`config.mk`:
```
export PLATFORM = sky130hd
export DESIGN_NAME = dma_chan_engine
export DESIGN_NICKNAME = d
export VERILOG_FILES = /design/src/rtl/dma_eng_pkg.sv /design/src/rtl/dma_req_gate.sv /design/src/rtl/dma_width_plan.sv /design/src/rtl/dma_elem_buf.sv /design/src/rtl/dma_chan_engine.sv
export SDC_FILE = /design/constraint.sdc
export NUM_CORES = 1
export LEC_CHECK = 0
export BUFFER_PORTS_ARGS = -buffer_cell sky130_fd_sc_hd__clkbuf_2
export CAP_MARGIN = 10
export CORE_MARGIN = 2
export CORE_UTILIZATION = 44
export CTS_CLUSTER_SIZE = 10
export DETAILED_ROUTE_END_ITERATION = 10
export PLACE_DENSITY = 0.68
export SLEW_MARGIN = 30
export SYNTH_ARGS = -nofsm -noshare
export SYNTH_HDL_FRONTEND = slang
export SYNTH_SLANG_ARGS = --single-unit
```
`constraint.sdc`:
```
create_clock -name clk -period 5.2 [get_ports clk]
set_input_delay 1.04 -clock clk [delete_from_list [all_inputs] [get_ports clk]]
set_output_delay 1.04 -clock clk [all_outputs]
set_load 0.02 [all_outputs]
```
`src/rtl/dma_eng_pkg.sv`:
```
// Package: dma_eng_pkg
// Shared state encoding and control/configuration field positions for the
// single-channel DMA engine. Assumes a 32-bit data bus and 32-bit words.
package dma_eng_pkg;

    localparam int WORD_W  = 32;
    localparam int REQ_W   = 32;
    localparam int PERI_W  = 5;
    localparam int WCODE_W = 3;
    localparam int SZ_W    = 2;
    localparam int BEAT_W  = 2;

    // configuration word fields
    localparam int CFG_EN     = 0;
    localparam int CFG_SPER   = 1;
    localparam int CFG_DPER   = 6;
    localparam int CFG_FLOW   = 11;
    localparam int CFG_HALT   = 18;

    // control word fields
    localparam int CTL_SW     = 18;
    localparam int CTL_DW     = 21;
    localparam int CTL_SINC   = 26;
    localparam int CTL_DINC   = 27;
    localparam int CTL_TCI    = 31;

    // register load selectors
    localparam logic [2:0] SEL_SRC  = 3'd0;
    localparam logic [2:0] SEL_DST  = 3'd1;
    localparam logic [2:0] SEL_LINK = 3'd2;
    localparam logic [2:0] SEL_CTRL = 3'd3;
    localparam logic [2:0] SEL_CFG  = 3'd4;

    typedef enum logic [1:0] {
        ST_IDLE  = 2'd0,
        ST_READ  = 2'd1,
        ST_WRITE = 2'd2,
        ST_DESC  = 2'd3
    } eng_state_t;

endpackage

```
`src/rtl/dma_req_gate.sv`:
```
// Module: dma_req_gate
// Decides whether the channel is live and whether the peripheral request
// lines allow the next element. Purely combinational; assumes the request
// vector has one line per peripheral number.
module dma_req_gate
    import dma_eng_pkg::*;
(
    input  logic              en,
    input  logic              halt,
    input  logic [2:0]        flow,
    input  logic [PERI_W-1:0] src_peri,
    input  logic [PERI_W-1:0] dst_peri,
    input  logic [REQ_W-1:0]  req_vec,
    output logic              chan_live,
    output logic              req_ok
);

    logic src_req;
    logic dst_req;

    // pick the two request lines named by the peripheral fields
    always_comb begin
        src_req = req_vec[src_peri];
        dst_req = req_vec[dst_peri];
    end

    // live only when enabled, not halted, and using a memory-controlled flow
    always_comb begin
        chan_live = en && !halt && !flow[2];
    end

    // flow field selects which request lines must be present
    always_comb begin
        unique case (flow[1:0])
            2'd0:    req_ok = 1'b1;
            2'd1:    req_ok = dst_req;
            2'd2:    req_ok = src_req;
            default: req_ok = src_req && dst_req;
        endcase
    end

endmodule

```
`src/rtl/dma_width_plan.sv`:
```
// Module: dma_width_plan
// Turns the source and destination width codes into bus size codes and the
// index of the last read and last write beat of one element. Codes beyond
// the bus width are clamped to a full word.
module dma_width_plan
    import dma_eng_pkg::*;
(
    input  logic [WCODE_W-1:0] src_code,
    input  logic [WCODE_W-1:0] dst_code,
    output logic [SZ_W-1:0]    src_sz,
    output logic [SZ_W-1:0]    dst_sz,
    output logic [BEAT_W-1:0]  rd_last,
    output logic [BEAT_W-1:0]  wr_last
);

    localparam logic [SZ_W-1:0] MAX_SZ = SZ_W'($clog2(WORD_W / 8));

    // clamp both width codes to the bus width
    always_comb begin
        src_sz = (src_code > WCODE_W'(MAX_SZ)) ? MAX_SZ : src_code[SZ_W-1:0];
        dst_sz = (dst_code > WCODE_W'(MAX_SZ)) ? MAX_SZ : dst_code[SZ_W-1:0];
    end

    // narrow side repeats until the wide side is filled or drained
    always_comb begin
        rd_last = '0;
        wr_last = '0;
        if (dst_sz > src_sz)
            rd_last = BEAT_W'((3'd1 << (dst_sz - src_sz)) - 3'd1);
        if (src_sz > dst_sz)
            wr_last = BEAT_W'((3'd1 << (src_sz - dst_sz)) - 3'd1);
    end

endmodule

```
`src/rtl/dma_elem_buf.sv`:
```
// Module: dma_elem_buf
// One-word element buffer. Read beats land at byte offset beat*src_bytes;
// write beats take bytes from offset beat*dst_bytes, right-aligned.
// Assumes beat indices never run past the end of the word.
module dma_elem_buf
    import dma_eng_pkg::*;
(
    input  logic              clk,
    input  logic              rst_n,
    input  logic              fill,
    input  logic [BEAT_W-1:0] rd_beat,
    input  logic [SZ_W-1:0]   src_sz,
    input  logic [WORD_W-1:0] rdata,
    input  logic [BEAT_W-1:0] wr_beat,
    input  logic [SZ_W-1:0]   dst_sz,
    output logic [WORD_W-1:0] wdata
);

    localparam int NBYTES = WORD_W / 8;

    logic [WORD_W-1:0] buf_q;
    logic [BEAT_W-1:0] rd_off;
    logic [BEAT_W-1:0] wr_off;

    // byte offsets of the current read and write beats
    always_comb begin
        rd_off = BEAT_W'(rd_beat << src_sz);
        wr_off = BEAT_W'(wr_beat << dst_sz);
    end

    // capture the read lanes of this beat into their place in the buffer
    always_ff @(posedge clk) begin
        if (!rst_n) begin
            buf_q <= '0;
        end else if (fill) begin
            for (int b = 0; b < NBYTES; b++) begin
                if (b >= int'(rd_off) && (b - int'(rd_off)) < (1 << src_sz))
                    buf_q[b*8 +: 8] <= rdata[(b - int'(rd_off))*8 +: 8];
            end
        end
    end

    // shift the selected write lanes down to bit 0
    always_comb begin
        wdata = buf_q >> {wr_off, 3'b000};
    end

endmodule

```
`src/rtl/dma_chan_engine.sv`:
```
// Module: dma_chan_engine
// Single DMA channel: copies elements from source to destination over a
// ready-handshake memory port, gated by peripheral requests, reloads its
// registers from a descriptor chain at count zero, and pulses a
// terminal-count interrupt. Assumes memory data is right-aligned and that
// loads are only meaningful while idle.
module dma_chan_engine
    import dma_eng_pkg::*;
#(
    parameter int CNT_W = 12
)
(
    input  logic              clk,
    input  logic              rst_n,
    input  logic              load_valid,
    input  logic [2:0]        load_sel,
    input  logic [WORD_W-1:0] load_data,
    input  logic [REQ_W-1:0]  req_vec,
    output logic              mem_valid,
    output logic              mem_write,
    output logic [WORD_W-1:0] mem_addr,
    output logic [SZ_W-1:0]   mem_size,
    output logic [WORD_W-1:0] mem_wdata,
    input  logic [WORD_W-1:0] mem_rdata,
    input  logic              mem_ready,
    output logic              tc_irq,
    output logic              busy,
    output logic [WORD_W-1:0] src_o,
    output logic [WORD_W-1:0] dst_o,
    output logic [WORD_W-1:0] link_o,
    output logic [WORD_W-1:0] ctrl_o,
    output logic [WORD_W-1:0] cfg_o
);

    localparam logic [SZ_W-1:0] WORD_SZ = SZ_W'($clog2(WORD_W / 8));

    eng_state_t        st;
    logic [BEAT_W-1:0] beat;
    logic [WORD_W-1:0] src_q, dst_q, lli_q, ctrl_q, cfg_q;
    logic              tc_q;

    logic              chan_live, req_ok, go;
    logic [SZ_W-1:0]   src_sz, dst_sz;
    logic [BEAT_W-1:0] rd_last, wr_last;
    logic [WORD_W-1:0] buf_wdata;
    logic [CNT_W-1:0]  cnt, cnt_next;
    logic [3:0]        desc_off;
    logic              elem_done;

    dma_req_gate u_gate (
        .en        (cfg_q[CFG_EN]),
        .halt      (cfg_q[CFG_HALT]),
        .flow      (cfg_q[CFG_FLOW +: 3]),
        .src_peri  (cfg_q[CFG_SPER +: PERI_W]),
        .dst_peri  (cfg_q[CFG_DPER +: PERI_W]),
        .req_vec   (req_vec),
        .chan_live (chan_live),
        .req_ok    (req_ok)
    );

    dma_width_plan u_width (
        .src_code (ctrl_q[CTL_SW +: WCODE_W]),
        .dst_code (ctrl_q[CTL_DW +: WCODE_W]),
        .src_sz   (src_sz),
        .dst_sz   (dst_sz),
        .rd_last  (rd_last),
        .wr_last  (wr_last)
    );

    dma_elem_buf u_buf (
        .clk     (clk),
        .rst_n   (rst_n),
        .fill    (st == ST_READ && mem_ready),
        .rd_beat (beat),
        .src_sz  (src_sz),
        .rdata   (mem_rdata),
        .wr_beat (beat),
        .dst_sz  (dst_sz),
        .wdata   (buf_wdata)
    );

    // count view, start condition and element completion
    always_comb begin
        cnt       = ctrl_q[CNT_W-1:0];
        cnt_next  = cnt - 1'b1;
        go        = chan_live && req_ok && (cnt != '0);
        elem_done = (st == ST_WRITE) && mem_ready && (beat == wr_last);
    end

    // descriptor word order: source, destination, control, then link
    always_comb begin
        unique case (beat)
            2'd0:    desc_off = 4'd0;
            2'd1:    desc_off = 4'd4;
            2'd2:    desc_off = 4'd12;
            default: desc_off = 4'd8;
        endcase
    end

    // channel registers and transfer sequencing
    always_ff @(posedge clk) begin
        if (!rst_n) begin
            st     <= ST_IDLE;
            beat   <= '0;
            src_q  <= '0;
            dst_q  <= '0;
            lli_q  <= '0;
            ctrl_q <= '0;
            cfg_q  <= '0;
            tc_q   <= 1'b0;
        end else begin
            tc_q <= 1'b0;
            unique case (st)
                ST_IDLE: begin
                    if (load_valid) begin
                        case (load_sel)
                            SEL_SRC:  src_q  <= load_data;
                            SEL_DST:  dst_q  <= load_data;
                            SEL_LINK: lli_q  <= load_data;
                            SEL_CTRL: ctrl_q <= load_data;
                            SEL_CFG:  cfg_q  <= load_data;
                            default:  ;
                        endcase
                    end else if (go) begin
                        st   <= ST_READ;
                        beat <= '0;
                    end
                end
                ST_READ: begin
                    if (mem_ready) begin
                        if (ctrl_q[CTL_SINC])
                            src_q <= src_q + (WORD_W'(1) << src_sz);
                        if (beat == rd_last) begin
                            st   <= ST_WRITE;
                            beat <= '0;
                        end else begin
                            beat <= beat + 1'b1;
                        end
                    end
                end
                ST_WRITE: begin
                    if (mem_ready) begin
                        if (ctrl_q[CTL_DINC])
                            dst_q <= dst_q + (WORD_W'(1) << dst_sz);
                        if (beat == wr_last) begin
                            beat              <= '0;
                            ctrl_q[CNT_W-1:0] <= cnt_next;
                            if (cnt_next == '0) begin
                                tc_q <= ctrl_q[CTL_TCI];
                                if (lli_q != '0) begin
                                    st <= ST_DESC;
                                end else begin
                                    cfg_q[CFG_EN] <= 1'b0;
                                    st            <= ST_IDLE;
                                end
                            end else begin
                                st <= ST_IDLE;
                            end
                        end else begin
                            beat <= beat + 1'b1;
                        end
                    end
                end
                ST_DESC: begin
                    if (mem_ready) begin
                        case (beat)
                            2'd0: src_q  <= mem_rdata;
                            2'd1: dst_q  <= mem_rdata;
                            2'd2: ctrl_q <= mem_rdata;
                            default: begin
                                lli_q <= mem_rdata;
                                st    <= ST_IDLE;
                            end
                        endcase
                        beat <= beat + 1'b1;
                    end
                end
                default: st <= ST_IDLE;
            endcase
        end
    end

    // memory master drive from the current state
    always_comb begin
        mem_valid = (st != ST_IDLE);
        mem_write = (st == ST_WRITE);
        mem_addr  = '0;
        mem_size  = '0;
        mem_wdata = '0;
        unique case (st)
            ST_READ: begin
                mem_addr = src_q;
                mem_size = src_sz;
            end
            ST_WRITE: begin
                mem_addr  = dst_q;
                mem_size  = dst_sz;
                mem_wdata = buf_wdata;
            end
            ST_DESC: begin
                mem_addr = lli_q + WORD_W'(desc_off);
                mem_size = WORD_SZ;
            end
            default: ;
        endcase
    end

    // register views and status
    always_comb begin
        tc_irq = tc_q;
        busy   = (st != ST_IDLE);
        src_o  = src_q;
        dst_o  = dst_q;
        link_o = lli_q;
        ctrl_o = ctrl_q;
        cfg_o  = cfg_q;
    end

    AST_REQ_HOLD: assert property (@(posedge clk) disable iff (!rst_n)
        (mem_valid && !mem_ready) |=> (mem_valid && $stable(mem_addr) && $stable(mem_write) && $stable(mem_size)));
    AST_TC_ONE_CYCLE: assert property (@(posedge clk) disable iff (!rst_n)
        tc_irq |=> !tc_irq);
    AST_COUNT_STEP: assert property (@(posedge clk) disable iff (!rst_n)
        elem_done |=> (ctrl_q[CNT_W-1:0] == $past(ctrl_q[CNT_W-1:0]) - 1'b1) && (ctrl_q[WORD_W-1:CNT_W] == $past(ctrl_q[WORD_W-1:CNT_W])));
    AST_ZERO_COUNT_QUIET: assert property (@(posedge clk) disable iff (!rst_n)
        (st == ST_IDLE && cnt == '0) |=> !mem_valid);
    AST_DEAD_CHAN_QUIET: assert property (@(posedge clk) disable iff (!rst_n)
        (st == ST_IDLE && !chan_live) |=> !mem_valid);

endmodule

```
# Yosys cells after proc, flatten, opt, wreduce, memory -nomap -nowiden
# Cells that the tools add are included.
dict set report totals {
  elab_cells 189
  ff_bits 197
}
dict set report classes {
  n_mux 66
  shift 11
  n_addsub 13
  n_reduce_logical 38
  n_eq_ne 34
  order_cmp 13
}
# op n
set ops {}
lappend ops {{32-bit 2-to-1 mux} 21}
lappend ops {{32-bit case mux with 3 select lines} 3}
lappend ops {{32-bit < comparator} 4}
lappend ops {{32-bit by 32-bit variable part select with 8-bit output} 4}
lappend ops {{32-bit adder} 2}
lappend ops {{32-bit case mux with 2 select lines} 1}
lappend ops {{1-bit by 2-bit << shifter with 32-bit output, first input constant} 2}
lappend ops {{2-bit 2-to-1 mux} 21}
lappend ops {{20-bit case mux with 2 select lines} 1}
lappend ops {{12-bit case mux with 3 select lines} 1}
lappend ops {{32-bit by 4-bit adder with 32-bit output} 1}
lappend ops {{32-bit nonzero test} 1}
lappend ops {{32-bit by 5-bit >> shifter with 32-bit output} 1}
lappend ops {{7-bit AND reduction} 4}
lappend ops {{2-bit by 1-bit != test with 1-bit output, second input constant} 13}
lappend ops {{12-bit 2-to-1 mux} 2}
lappend ops {{5-bit AND reduction} 4}
lappend ops {{2-bit != test, second input constant} 8}
lappend ops {{2-bit case mux with 4 select lines} 2}
lappend ops {{12-bit zero test} 1}
lappend ops {{5-bit by 6-bit < comparator with 1-bit output, second input constant} 2}
lappend ops {{4-bit case mux with 3 select lines} 1}
lappend ops {{12-bit nonzero test} 1}
lappend ops {{12-bit by 1-bit subtractor with 12-bit output, second input constant} 1}
lappend ops {{other kinds (32)} 73}

# Logic depth before layout (Yosys ltp)
dict set report logic_depth {
  word_depth 10
  depth_mapped 15
  depth_no_buf 14
}

# By module
# From an unflattened synthesis, not the netlist that was laid out.
dict set report unflattened {
  cells_unflattened 1812
  area_unflattened_um2 14126.0
}
# mod area_each_um2 n_inst cells_per_inst
set modules_own_cells {}
lappend modules_own_cells {dma_chan_engine 10782.8 1 1433}
lappend modules_own_cells {dma_elem_buf 2578.7 1 314}
lappend modules_own_cells {dma_req_gate 604.3 1 44}
lappend modules_own_cells {dma_width_plan 160.2 1 21}

# Worst setup path before layout
# Ideal clock, no wire load.
dict set report synth_path {
  path_kind {reg2out}
  startpoint {reg beat[1]}
  endpoint {out mem_addr[24]}
  t_arrival_ps 2910
  stages_incl_launch_ff 13
  required_time_ps 4160
  setup_slack_ps 1250
  cell_sequence {dfxtp_1 -> buf_2 -> inv_1 -> ha_1 -> ha_1 -> inv_1 -> fa_1 -> nor2b_1 -> nand4_1 -> nor3_1 -> nand2_1 -> xor2_1 -> o21ai_0}
}
dict set report synth_between {
  elab_chain_cells 4
}
# item line_no
set synth_lines {}
lappend synth_lines {{start, declared} dma_chan_engine.sv:38} ;# logic [BEAT_W-1:0] beat;
lappend synth_lines {{start signal, assigned} dma_chan_engine.sv:137} ;# beat <= beat + 1'b1;
lappend synth_lines {{start signal, assigned} dma_chan_engine.sv:160} ;# beat <= beat + 1'b1;
lappend synth_lines {{start signal, assigned} dma_chan_engine.sv:175} ;# beat <= beat + 1'b1;
lappend synth_lines {{2-bit == test (tied with other cells)} dma_chan_engine.sv:92} ;# unique case (beat)
lappend synth_lines {{4-bit case mux with 3 select lines (*)} dma_chan_engine.sv:92}
lappend synth_lines {{32-bit by 4-bit adder with 32-bit output (*)} dma_chan_engine.sv:201} ;# mem_addr = lli_q + WORD_W'(desc_off);
lappend synth_lines {{32-bit case mux with 3 select lines (*)} dma_chan_engine.sv:190} ;# unique case (st)
lappend synth_lines {{end, declared} dma_chan_engine.sv:21} ;# output logic [WORD_W-1:0] mem_addr,
# Every way passes the cells marked *; elsewhere a longest branch is shown, timed or not.

# Worst setup path after layout
dict set report layout_path {
  startpoint {reg beat[1]}
  endpoint {out mem_addr[28]}
}
# The elaborated chain is that of the path after synthesis.

==> flow_summary.toml <==
[min_path]
holdCritStartpoint = "cfg_o[14]"
hp-class = "reg2reg"
min_to = "cfg_o[14]"
hold_depth = 2

[pwr]
ir_worst_vdd_mv = 0.2286
power_density_mw_per_mm2 = 213.6
p_leak_uw = 0.007156

[layout]
final_core_util_pct = 52.10
multi_input_area_sq_mm = 0.009174
antenna_cells = 0
fillers = 3067
drive_gt1_share_pct = 23.13
area_delta_synth_final_pct = 17.47
seqCellArea_sq_mm = 0.003949
final_nets = 2192

[die]
dieArea_sq_mm = 0.03308
core_area_sq_mm = 0.03139
start_util_pct = 44.35
die_h_um = 181.9
io_pins = 333
dieWidth_um = 181.9
rows = 65

[logic_synthesis]
async_reset_ff_share_pct = 0
synth_flop_cell = "dfxtp_1"
yosys.cell_types.count = 91
syn_inst = 1814
synth_seq_area_share_pct = 28.33
avgSynthCellArea_sq_um = 7.675
synth_edf_count = 0
yosys-top-cells-area = "dfxtp_1 (28%), nand2_1 (8.2%), a21oi_1 (5.1%), o21ai_0 (4.8%), mux2i_1 (4.2%)"
yosysTopAreaCell = "dfxtp_1"
ys_top_cells_by_count = "nand2_1 (303), dfxtp_1 (197), a21oi_1 (143), o21ai_0 (133), nor2_1 (130)"
ys_seq_elements = 197
synth_top_area_share_pct = 28.33
synth.most_common_cell = "nand2_1"
syn-cell-area_sq_mm = 0.01392
yosys_warnings = 0

[sta]
clock_skew_ns = 0.009629
rsz0062_at_grt = "no"
max_freq_mhz = 210.1
tns_ns = 0
tightest_slew_ns = 0.9201
finalHoldViolCount = 0
slew_violations = 0
min_period_over_period_pct = 91.53
fin_crit_ns = 4.760
setup_viol = 0
slew_headroom_pct = 38.19

[clock_tree]
cts_resized = 0
root_buffer = "clkbuf_16"
clkTransAtPathRegs_ns = 0.08
numCtsBuffers = 17
htreeDepth = 4
clock_latency_ns = 0.46
clock-sinks = 197
ctsHoldBuffers = 0
cts_buffer_depth = 2
cts_setup_buffers = 0
cts_tree = "yes"

[detailed_routing]
via_count = 15931
wl_mm = 61.13
met3WireLength_mm = 6.564
drc = 0
post_drt_wl_per_cell_um = 24.72
ant_nets = 0
wl_met2_mm = 26.03
first_iter_violations = 2167
top_layer_used = "met4"
dr.pass1.iters = 5
vias_per_cell = 6.442
wl_met1_mm = 25.48

[global_route]
grt_overflow_total = 0
grt_pass1_vias = 14221
track_usage_pct = 35.50
antenna_found_initial = 1
grt_pass1_wl_mm = 89.08
grt_max_degree = 61

[setup_path]
path_cells = "inv_1, ha_1, ha_1, inv_1, fa_1, nor2b_1, nand4_1, nor3_1, buf_4, nand4_1, or3_1, nand3_1, clkbuf_2"
worstSetupStartpointType = "flip-flop"
critPathMaxStageDelay_ns = 0.45
rr_worst_depth = 12
cp.required_ns = 4.16
cp.arrival_ns = 3.72
r2r_start = "ctrl_o[19]"
timing.rr.end = "ctrl_o[3]"
cp_slowest_cell = "fa_1"
r2r_slack_ns = 1.12
cp_num_buf_inv = 4
path_class = "reg2out"
cpLargestDelayFamily = "simple AND/OR/NAND/NOR gates"
endpoint_kind = "primary output"
crit_fanout = 5

[run_status]
status = "complete, no violations"

[placed_design]
gp_congestion = 0.9738
dpl.hpwl_mm = 46.47
port_buffers = 332

[flow_run]
maxCapViolCount = 0
[cell families (layout without fill, tap and decap cells)]
| family | Yosys count | after routing | synth area share (%) |
|---|---|---|---|
| fa+ha+maj | 31 | 31 | 3.002 |
| simple gates | 684 | 684 | 23.27 |
| other cells | 2 | 4 | 0.05394 |
| flops | 197 | 197 | 28.33 |
| buf+inv | 195 | 450 | 6.030 |
| xor+xnor | 34 | 34 | 2.139 |
| compound gates | 572 | 572 | 27.87 |
| mux | 99 | 99 | 9.311 |
[worst max-delay path by stage]
stage	startpoint	endpoint	slack (ns)	depth (start not counted)
global route	beat[1]	mem_addr[28]	0.30	13
global placement	beat[1]	mem_addr[28]	1.01	13
floorplan	beat[1]	mem_addr[24]	1.25	12
finish	beat[1]	mem_addr[28]	0.44	13
CTS	beat[1]	mem_addr[28]	0.49	13
detailed placement	beat[1]	mem_addr[28]	1.01	13
[layout make-up]
cell class / instances / share of cell area [%]
clock buffers: 17 / 2.601
well taps: 402 / 3.076
repair buffers: 372 / 12.03
multi-input cells: 1424 / 56.09
clock inverters: 15 / 0.9869
flip-flops and latches: 197 / 24.15
inverters: 46 / 1.063
[layout by cell type (no fill, tap or decap), drive strengths merged, types with 23 or more instances in the layout]
master,count
o211a,55
mux2i,59
buf,41
nand2,303
nor3,36
and2,24
ha,27
nor2,131
a21oi,143
o211ai,28
a22o,23
dfxtp,197
a22oi,28
o21ai,138
nand3,55
and3,30
inv,51
clkbuf,348
[flip-flops by register name (all words and copies together), names as in the netlist]
name	count
dst_o	32
ctrl_o	32
src_o	32
cfg_o	32
beat	2
tc_irq	1
link_o	32
st	2
u_buf.buf_q	32
[metrics by stage]
step | std cells | setup WS (ns) | cell area, sq um | hold slack, ns | total power, uW
global route | 2473 | 0.2973 | 16350 | 0.4801 | 3592
floorplan | 1816 | 1.250 | 13930 | 0.4497 | 1904
CTS | 2472 | 0.4852 | 16340 | 0.4667 | 3492
detailed placement | 2440 | 1.014 | 15760 | 0.4512 | 2137
global placement | 2440 | 1.006 | 15760 | 0.4473 | 2133
finish | 2473 | 0.4405 | 16350 | 0.4661 | 3493
[routing by layer]
metal	GRT usage (%)	vias up
met5	0	-
met4	16.61	0
met3	9.025	157
met2	52.43	995
met1	48.47	7662
li1	-	7117
[worst min-delay path: cells and delay by family (launching register included)]
family / cells / cell delay, ns
AO/OA/AOI/OAI: 1 / 0.05
flip-flops: 1 / 0.32
AND/OR/NAND/NOR: 1 / 0.05
[report_power, final]
part | leakage, uW | total [uW] | internal, uW | switching, uW
logic | 0.00528 | 509 | 174 | 336
clock network | 0.000277 | 1370 | 683 | 690
registers | 0.00160 | 1610 | 1540 | 68.4
Power figures use the tool's default switching activity.
